**src/rtl/xlatFaultPkg.sv**
```systemverilog
package xlatFaultPkg;

  localparam int REG_W     = 32;
  localparam int NUM_CLASS = 3;

  // class index: 0 = address cap, 1 = page-table invalid, 2 = write violation
  localparam int CLS_CAP = 0;
  localparam int CLS_PT  = 1;
  localparam int CLS_WR  = 2;

  localparam int BIT_UNIT_EN   = 0;
  localparam int BIT_TLB_CLR   = 2;
  localparam int BIT_STATS_CLR = 3;
  localparam int BIT_BYPASS    = 8;
  localparam int BIT_PT_DETECT = 16;

  // status bit of a class; its abort, interrupt and exception enables
  // sit at the next three lower positions
  function automatic int statusBit(input int cls);
    case (cls)
      CLS_CAP: statusBit = 27;
      CLS_PT:  statusBit = 20;
      default: statusBit = 12;
    endcase
  endfunction

  // bits that hold configuration (stored as written)
  function automatic logic [REG_W-1:0] cfgMask();
    logic [REG_W-1:0] m;
    m = '0;
    m[BIT_UNIT_EN]   = 1'b1;
    m[BIT_BYPASS]    = 1'b1;
    m[BIT_PT_DETECT] = 1'b1;
    for (int c = 0; c < NUM_CLASS; c++) begin
      m[statusBit(c)-1] = 1'b1;
      m[statusBit(c)-2] = 1'b1;
      m[statusBit(c)-3] = 1'b1;
    end
    return m;
  endfunction

  typedef struct packed {
    logic                 loadCfg;
    logic [REG_W-1:0]     cfgData;
    logic [NUM_CLASS-1:0] clrSticky;
  } csrStrobes_t;

endpackage

```
**src/rtl/xlatFaultCtrl.sv**
```systemverilog
module xlatFaultCtrl
  import xlatFaultPkg::*;
(
  input  logic             clk,
  input  logic             rstN,
  input  logic             busWrite,
  input  logic [REG_W-1:0] busWdata,
  output csrStrobes_t      strb,
  output logic             tlbClearPulse,
  output logic             statsClearPulse
);

  localparam logic [REG_W-1:0] CFG_MASK = cfgMask();

  logic [NUM_CLASS-1:0] clrVec;

  for (genvar c = 0; c < NUM_CLASS; c++) begin : g_clr
    localparam int SB = statusBit(c);
    assign clrVec[c] = busWrite & busWdata[SB];
  end

  always_comb begin
    strb.loadCfg   = busWrite;
    strb.cfgData   = busWdata & CFG_MASK;
    strb.clrSticky = clrVec;
  end

  always_ff @(posedge clk or negedge rstN) begin
    if (!rstN) begin
      tlbClearPulse   <= 1'b0;
      statsClearPulse <= 1'b0;
    end else begin
      tlbClearPulse   <= busWrite & busWdata[BIT_TLB_CLR];
      statsClearPulse <= busWrite & busWdata[BIT_STATS_CLR];
    end
  end

endmodule

```
**src/rtl/xlatFaultDp.sv**
```systemverilog
module xlatFaultDp
  import xlatFaultPkg::*;
(
  input  logic                 clk,
  input  logic                 rstN,
  input  csrStrobes_t          strb,
  input  logic [NUM_CLASS-1:0] faultIn,
  output logic [REG_W-1:0]     regValue,
  output logic                 unitEnable,
  output logic                 bypassAll,
  output logic                 abortReq,
  output logic                 irqReq,
  output logic                 excReq
);

  logic [REG_W-1:0]     cfgQ;
  logic [NUM_CLASS-1:0] stickyQ;
  logic [NUM_CLASS-1:0] faultSeen;
  logic [NUM_CLASS-1:0] abortEn;
  logic [NUM_CLASS-1:0] intEn;
  logic [NUM_CLASS-1:0] excEn;

  always_ff @(posedge clk or negedge rstN) begin
    if (!rstN) cfgQ <= '0;
    else if (strb.loadCfg) cfgQ <= strb.cfgData;
  end

  for (genvar c = 0; c < NUM_CLASS; c++) begin : g_cls
    localparam int SB = statusBit(c);
    logic gateOk;

    if (c == CLS_PT) begin : g_det
      assign gateOk = cfgQ[BIT_PT_DETECT];
    end else begin : g_nodet
      assign gateOk = 1'b1;
    end

    assign abortEn[c]   = cfgQ[SB-1];
    assign intEn[c]     = cfgQ[SB-2];
    assign excEn[c]     = cfgQ[SB-3];
    assign faultSeen[c] = faultIn[c] & cfgQ[BIT_UNIT_EN] & gateOk;

    // set has priority over a same-cycle write-1 clear
    always_ff @(posedge clk or negedge rstN) begin
      if (!rstN) stickyQ[c] <= 1'b0;
      else       stickyQ[c] <= (stickyQ[c] & ~strb.clrSticky[c]) | faultSeen[c];
    end
  end

  always_comb begin
    regValue = cfgQ;
    for (int c = 0; c < NUM_CLASS; c++) begin
      regValue[statusBit(c)] = stickyQ[c];
    end
  end

  assign unitEnable = cfgQ[BIT_UNIT_EN];
  assign bypassAll  = cfgQ[BIT_BYPASS];
  assign abortReq   = |(faultSeen & abortEn);
  assign irqReq     = |(stickyQ & intEn);
  assign excReq     = |(stickyQ & excEn);

endmodule

```
**src/rtl/xlatFaultCsr.sv**
```systemverilog
module xlatFaultCsr
  import xlatFaultPkg::*;
(
  input  logic             clk,
  input  logic             rstN,
  input  logic             busWrite,
  input  logic [REG_W-1:0] busWdata,
  output logic [REG_W-1:0] busRdata,
  input  logic             capFault,
  input  logic             ptFault,
  input  logic             wrFault,
  output logic             unitEnable,
  output logic             bypassAll,
  output logic             abortReq,
  output logic             irqReq,
  output logic             excReq,
  output logic             tlbClearPulse,
  output logic             statsClearPulse
);

  csrStrobes_t          strb;
  logic [NUM_CLASS-1:0] faultVec;

  always_comb begin
    faultVec         = '0;
    faultVec[CLS_CAP] = capFault;
    faultVec[CLS_PT]  = ptFault;
    faultVec[CLS_WR]  = wrFault;
  end

  xlatFaultCtrl u_ctrl (
    .clk             (clk),
    .rstN            (rstN),
    .busWrite        (busWrite),
    .busWdata        (busWdata),
    .strb            (strb),
    .tlbClearPulse   (tlbClearPulse),
    .statsClearPulse (statsClearPulse)
  );

  xlatFaultDp u_dp (
    .clk        (clk),
    .rstN       (rstN),
    .strb       (strb),
    .faultIn    (faultVec),
    .regValue   (busRdata),
    .unitEnable (unitEnable),
    .bypassAll  (bypassAll),
    .abortReq   (abortReq),
    .irqReq     (irqReq),
    .excReq     (excReq)
  );

endmodule

```
**config.mk**
```make
export PLATFORM = sky130hd
export DESIGN_NAME = xlatFaultCsr
export DESIGN_NICKNAME = d
export VERILOG_FILES = /design/src/rtl/xlatFaultPkg.sv /design/src/rtl/xlatFaultCtrl.sv /design/src/rtl/xlatFaultDp.sv /design/src/rtl/xlatFaultCsr.sv
export SDC_FILE = /design/constraint.sdc
export NUM_CORES = 1
export LEC_CHECK = 0
export ABC_AREA = 1
export BUFFER_PORTS_ARGS = -buffer_cell sky130_fd_sc_hd__buf_2
export CAP_MARGIN = 20
export CORE_ASPECT_RATIO = 1.75
export CORE_MARGIN = 10
export CORE_UTILIZATION = 34
export DETAILED_ROUTE_END_ITERATION = 6
export GPL_ROUTABILITY_DRIVEN = 0
export HOLD_SLACK_MARGIN = 0.08
export MAX_ROUTING_LAYER = met4
export PLACE_DENSITY = 0.79
export SETUP_SLACK_MARGIN = 0.15
export SYNTH_ARGS = -nofsm -noshare
export SYNTH_HDL_FRONTEND = slang
export SYNTH_SLANG_ARGS = --single-unit
export TNS_END_PERCENT = 5
```
**constraint.sdc**
```tcl
create_clock -name clk -period 0.8 [get_ports clk]
set_clock_uncertainty 0.05 [all_clocks]
set_input_delay 0.16 -clock clk [delete_from_list [all_inputs] [get_ports clk]]
set_output_delay 0.16 -clock clk [all_outputs]
set_load 0.05 [all_outputs]
```
==> results of run 1 <==
cells in the mapped netlist:
cell / number / area [um2]
conb_1: 1 / 3.75
nand2_1: 33 / 124
dfrtp_1: 17 / 425
nand3_1: 5 / 25.0
nand4_1: 1 / 6.26
o21ai_0: 4 / 20.0
buf_6: 1 / 11.3
inv_1: 15 / 56.3
o21ai_2: 8 / 70.1
buf_4: 21 / 158
area by class of cell:
type | instances | area share [%]
multi-input cells | 68 | 23.5
flip-flops and latches | 17 | 30.2
well taps | 26 | 2.22
inverters | 15 | 4.01
clock buffers | 3 | 2.82
repair buffers | 60 | 36.9
clock inverters | 1 | 0.342
registers in the layout (all words and copies together) (netlist names):
signal	count
u_dp.regValue	3
u_ctrl.tlbClearPulse	1
u_dp.cfgQ	12
u_ctrl.statsClearPulse	1
worst max-delay path, stage by stage, from the launching register on:
cell and delay, ns:
dfrtp_2 0.44, nand3_2 0.07, nand2_1 0.07, inv_2 0.06, nand2_4 0.05, buf_8 0.15
through the flow:
step           instance area [um2]  cells  setup TNS (ns)  worst slack, ns
3_3_place_gp                  1220    186           -2.38           -0.287
2_1_floorplan                  995    122           -1.95           -0.346
5_1_grt                       1470    190           -8.17           -0.550
4_1_cts                       1440    190           -7.53           -0.504
3_5_place_dp                  1220    186           -2.54           -0.314
6_report                      1470    190           -7.28           -0.496
final timing paths:
path | endpoint | depth (start not counted) | startpoint
min in group clk | u_ctrl.statsClearPulse | 3 | busWdata[3]
setup reg to reg | u_dp.cfgQ[0] | 3 | u_dp.cfgQ[0]
max in group asynchronous | u_dp.cfgQ[19] | 1 | rstN
hold / removal | u_ctrl.statsClearPulse | 1 | rstN
hold reg to reg | u_dp.regValue[27] | 2 | u_dp.regValue[27]
setup / recovery | abortReq | 5 | u_dp.cfgQ[0]
layer usage:
metal / GRT usage [%] / vias to the layer above / wire (um)
met3: 2.61 / 2 / 187
met1: 10.1 / 363 / 836
met5: - / - / 0
met4: 4.40 / 0 / 34
li1: - / 401 / -
met2: 18.8 / 36 / 1580
what timing repair did:
action | in CTS | in global routing
gates resized for setup | 60 | 11
setup endpoints to repair | 37 | 37
pin swaps | 6 | 5
hold endpoints to repair | 28 | 24
where the power goes:
group	switching, mW	internal [mW]	leakage [nW]
clock	0.281	0.345	0.0255
sequential	0.0726	0.956	0.192
combinational	0.877	0.472	0.575
total	1.23	1.77	0.793
cell families (layout without fill, tap and decap cells):
group / after synthesis / in the layout
flops: 17 / 17
compound gates: 12 / 12
other cells: 1 / 17
buf+inv: 37 / 79
simple gates: 39 / 39
==> impl_metrics.json, run 1 <==
{
  "status": "finished, violations left",
  "violations": "hold timing, setup timing",
  "cts_buffers": 3,
  "synth_top_family_by_area": "buffers and inverters",
  "ios": 77,
  "drt-total-wl_um": 2640,
  "worstPathMaxFanout": 5,
  "multi_input_area_um2": 344,
  "dieArea_um2": 5180,
  "worstSetupEndpointType": "primary output",
  "synth_area_um2": 900,
  "cts_root_buf": "clkbuf_8",
  "synth_seq_cells": 17,
  "area_growth_syn_to_layout_pct": 62.9,
  "drive_gt1_share_pct": 61.6,
  "worst-setup-path-type": "reg2out",
  "drc": 0,
  "num_vias": 802,
  "antenna_cells": 0,
  "rsz0062_at_grt": "true",
  "clockBufferDepth": 2,
  "synthAdderAreaFrac_pct": 0,
  "wl_per_cell_um": 13.9,
  "p_per_area_nw_per_um2": 2050,
  "ir_drop_v": 0.00123,
  "finalCriticalPeriod_ns": 1.30,
  "start_util_pct": 35.7,
  "cts_sinks": 17,
  "post_cts_buffers": 0,
  "start_kind": "register",
  "area.sequential_um2": 443,
  "synth_mux_area_share_pct": 0,
  "period_share_pct": 162,
  "seq_area_frac_synth_pct": 47.3,
  "die_x_um": 58.9,
  "clk_latency_ns": 0.24,
  "p_leak_nw": 0.793,
  "synth_cell_type_count": 10,
  "nFillCells": 248,
  "drtIter0Drc": 4,
  "synthXorXnorAreaFrac_pct": 0,
  "required_ns": 0.59,
  "grt_pass1_wl_um": 4160,
  "synth_compound_area_share_pct": 10.0,
  "ff2ff_setup_slack_ns": -0.08,
  "crit_arrival_ns": 1.09,
  "gr-usage-all-layers_pct": 10.5,
  "yosys.area_share.simple_pct": 17.2,
  "setup_viol": 26,
  "place_hpwl_um": 2090,
  "clk_transition_reported_paths_ns": 0.07,
  "fmax_mhz": 772,
  "grt_max_degree": 18,
  "io_buffers": 44,
  "die_h_um": 88.0,
  "total_power_mw": 3.00,
  "yosysWarnings": 0,
  "final_nets": 203,
  "grt_overflow": 0,
  "vias_per_cell": 4.22,
  "setup_ws_ns": -0.496,
  "grt_pass1_vias": 917,
  "antenna_found_initial": 0,
  "drv_slew": 0,
  "core-area_um2": 2520,
  "dr.pass1.iters": 4,
  "cts_tree": "built",
  "postSynthAreaPerCell_um2": 8.49,
  "drv_cap": 0,
  "final_util_pct": 58.1,
  "final_common_cell": "nand2_1",
  "netlist_instances": 106,
  "hold_ws_ns": -0.229,
  "num_rows": 24,
  "ctsHtreeMaxLevel": 1,
  "hold_path_class": "in2async",
  "antenna_left": 0,
  "finalHoldViolations": 17,
  "mostFrequentLayoutCells": "nand2_1, buf_6, buf_2"
}
No activity file was read; power rests on OpenSTA's default activity.
==> run 2, diff against run 1 <==
- PLACE_DENSITY: 0.79 -> 0.76
==> run 2 against run 1 <==
- the run still ends with hold timing, setup timing left
- clock power is 2% higher
- via count decreased by 0.37%
- total power decreased by 1.5%
- setup slack improved by 0.0045 ns
- combinational power shrank 5%
- final cell count fell by 2.1%
- worst hold slack lost 0.0079 ns
- die area unchanged
- highest routed layer unchanged
==> impl_metrics.json, run 2 (synthesized netlist as in run 1, its figures left out) <==
{
  "drtIter0Drc": 10,
  "post-place-ws_ns": -0.310,
  "fmax_mhz": 775,
  "final_common_cell": "nand2_1",
  "ir_drop_v": 0.00119,
  "violations": "hold timing, setup timing",
  "dp_cells": 182,
  "grt_pass1_vias": 922,
  "setup_ws_ns": -0.491,
  "drc": 0,
  "ctsHtreeMaxLevel": 1,
  "p_per_area_nw_per_um2": 2110,
  "die_h_um": 88.0,
  "grt_overflow": 0,
  "drv_slew": 0,
  "worstSetupEndpointType": "primary output",
  "antenna_found_initial": 0,
  "crit_arrival_ns": 1.08,
  "setup_viol": 27,
  "num_rows": 24,
  "grt_max_degree": 18,
  "finalNonFillerCells": 186,
  "gr-usage-all-layers_pct": 10.5,
  "area_growth_syn_to_layout_pct": 55.9,
  "final_nets": 199,
  "worstPathMaxFanout": 6,
  "regMostFlops": "u_dp.cfgQ",
  "r2r-start": "u_dp.cfgQ[0]",
  "worst_setup_path_startpoint": "u_dp.cfgQ[0]",
  "antenna_cells": 0,
  "finalCriticalPeriod_ns": 1.29,
  "cts_buffers": 3,
  "clk_latency_ns": 0.25,
  "post_cts_buffers": 0,
  "cts_root_buf": "clkbuf_8",
  "drv_cap": 0,
  "period_share_pct": 161,
  "start_util_pct": 35.7,
  "antenna_left": 0,
  "finalHoldViolations": 17,
  "io_buffers": 44,
  "cts_tree": "built",
  "vias_per_cell": 4.30,
  "clockBufferDepth": 2,
  "dr.pass1.iters": 2,
  "rsz0062_at_grt": "true",
  "hold_ws_ns": -0.237,
  "core-area_um2": 2520,
  "hold_path_class": "in2async",
  "drt-total-wl_um": 2620,
  "clk_transition_reported_paths_ns": 0.07,
  "status": "finished, violations left",
  "die_x_um": 58.9,
  "worst-setup-path-type": "reg2out",
  "required_ns": 0.59,
  "grt_pass1_wl_um": 4230,
  "wl_per_cell_um": 14.1,
  "start_kind": "register",
  "place_hpwl_um": 2140,
  "largest_reg_flops": 12,
  "ios": 77,
  "cts_sinks": 17,
  "mostFrequentLayoutCells": "nand2_1, buf_6, buf_2",
  "num_vias": 799,
  "dieArea_um2": 5180,
  "drive_gt1_share_pct": 58.8,
  "p_leak_nw": 0.763
}
run 2: layout make-up:
class                           instances  area, um2
Inverter                               15       58.8
Multi-Input combinational cell         68        343
Clock inverter                          1       5.00
Timing Repair Buffer                   56        479
Sequential cell                        17        443
Tap cell                               26       32.5
Clock buffer                            3       41.3
Fill cell                             226       1120
run 2: stage by stage:
stage,instance area (um2),setup TNS (ns),utilization [%],hold slack (ns),power [mW]
global route,1400,-7.97,55.6,-0.207,3.11
detailed placement,1180,-2.17,46.8,0.0499,2.12
finish,1400,-7.06,55.6,-0.237,2.96
floorplan,995,-1.95,-,-0.186,1.88
global placement,1180,-1.98,46.8,0.0433,2.10
CTS,1390,-7.23,55.0,-0.226,2.96
run 2: worst paths after layout:
path,cells past startpoint,slack (ns),end
min in group clk,3,0.04,u_ctrl.statsClearPulse
worst min register to register,2,0.48,u_dp.regValue[20]
worst max-delay path,5,-0.49,abortReq
max in group asynchronous,1,0.63,u_dp.cfgQ[26]
worst min-delay path,1,-0.24,u_dp.cfgQ[8]
worst max register to register,3,-0.06,u_dp.cfgQ[0]
run 2: worst max-delay path: stages, from the launching register on:
cell	delay, ns
dfrtp_2	0.45
nand3_2	0.08
nand2_2	0.05
inv_2	0.06
nand2_4	0.05
buf_8	0.15
run 2: power by group:
group	switching, mW	total, mW	internal [mW]	leakage, nW
Clock	0.296	0.641	0.346	0.0255
Combinational	0.852	1.28	0.426	0.546
Sequential	0.0839	1.04	0.956	0.192
Total	1.23	2.96	1.73	0.763
run 2: what timing repair did:
| action | 4_1_cts | 5_1_grt |
|---|---|---|
| setup endpoints to repair | 37 | 37 |
| pin swaps | 5 | 4 |
| gates resized for setup | 55 | 8 |
| hold endpoints to repair | 28 | 24 |
run 2: metal layers:
layer / routed length [um] / vias up / global-route usage, %
met1: 912 / 363 / 9.93
met5: 0 / - / -
met2: 1440 / 39 / 18.4
met3: 242 / 4 / 4.35
li1: - / 393 / -
met4: 26 / 0 / 3.77
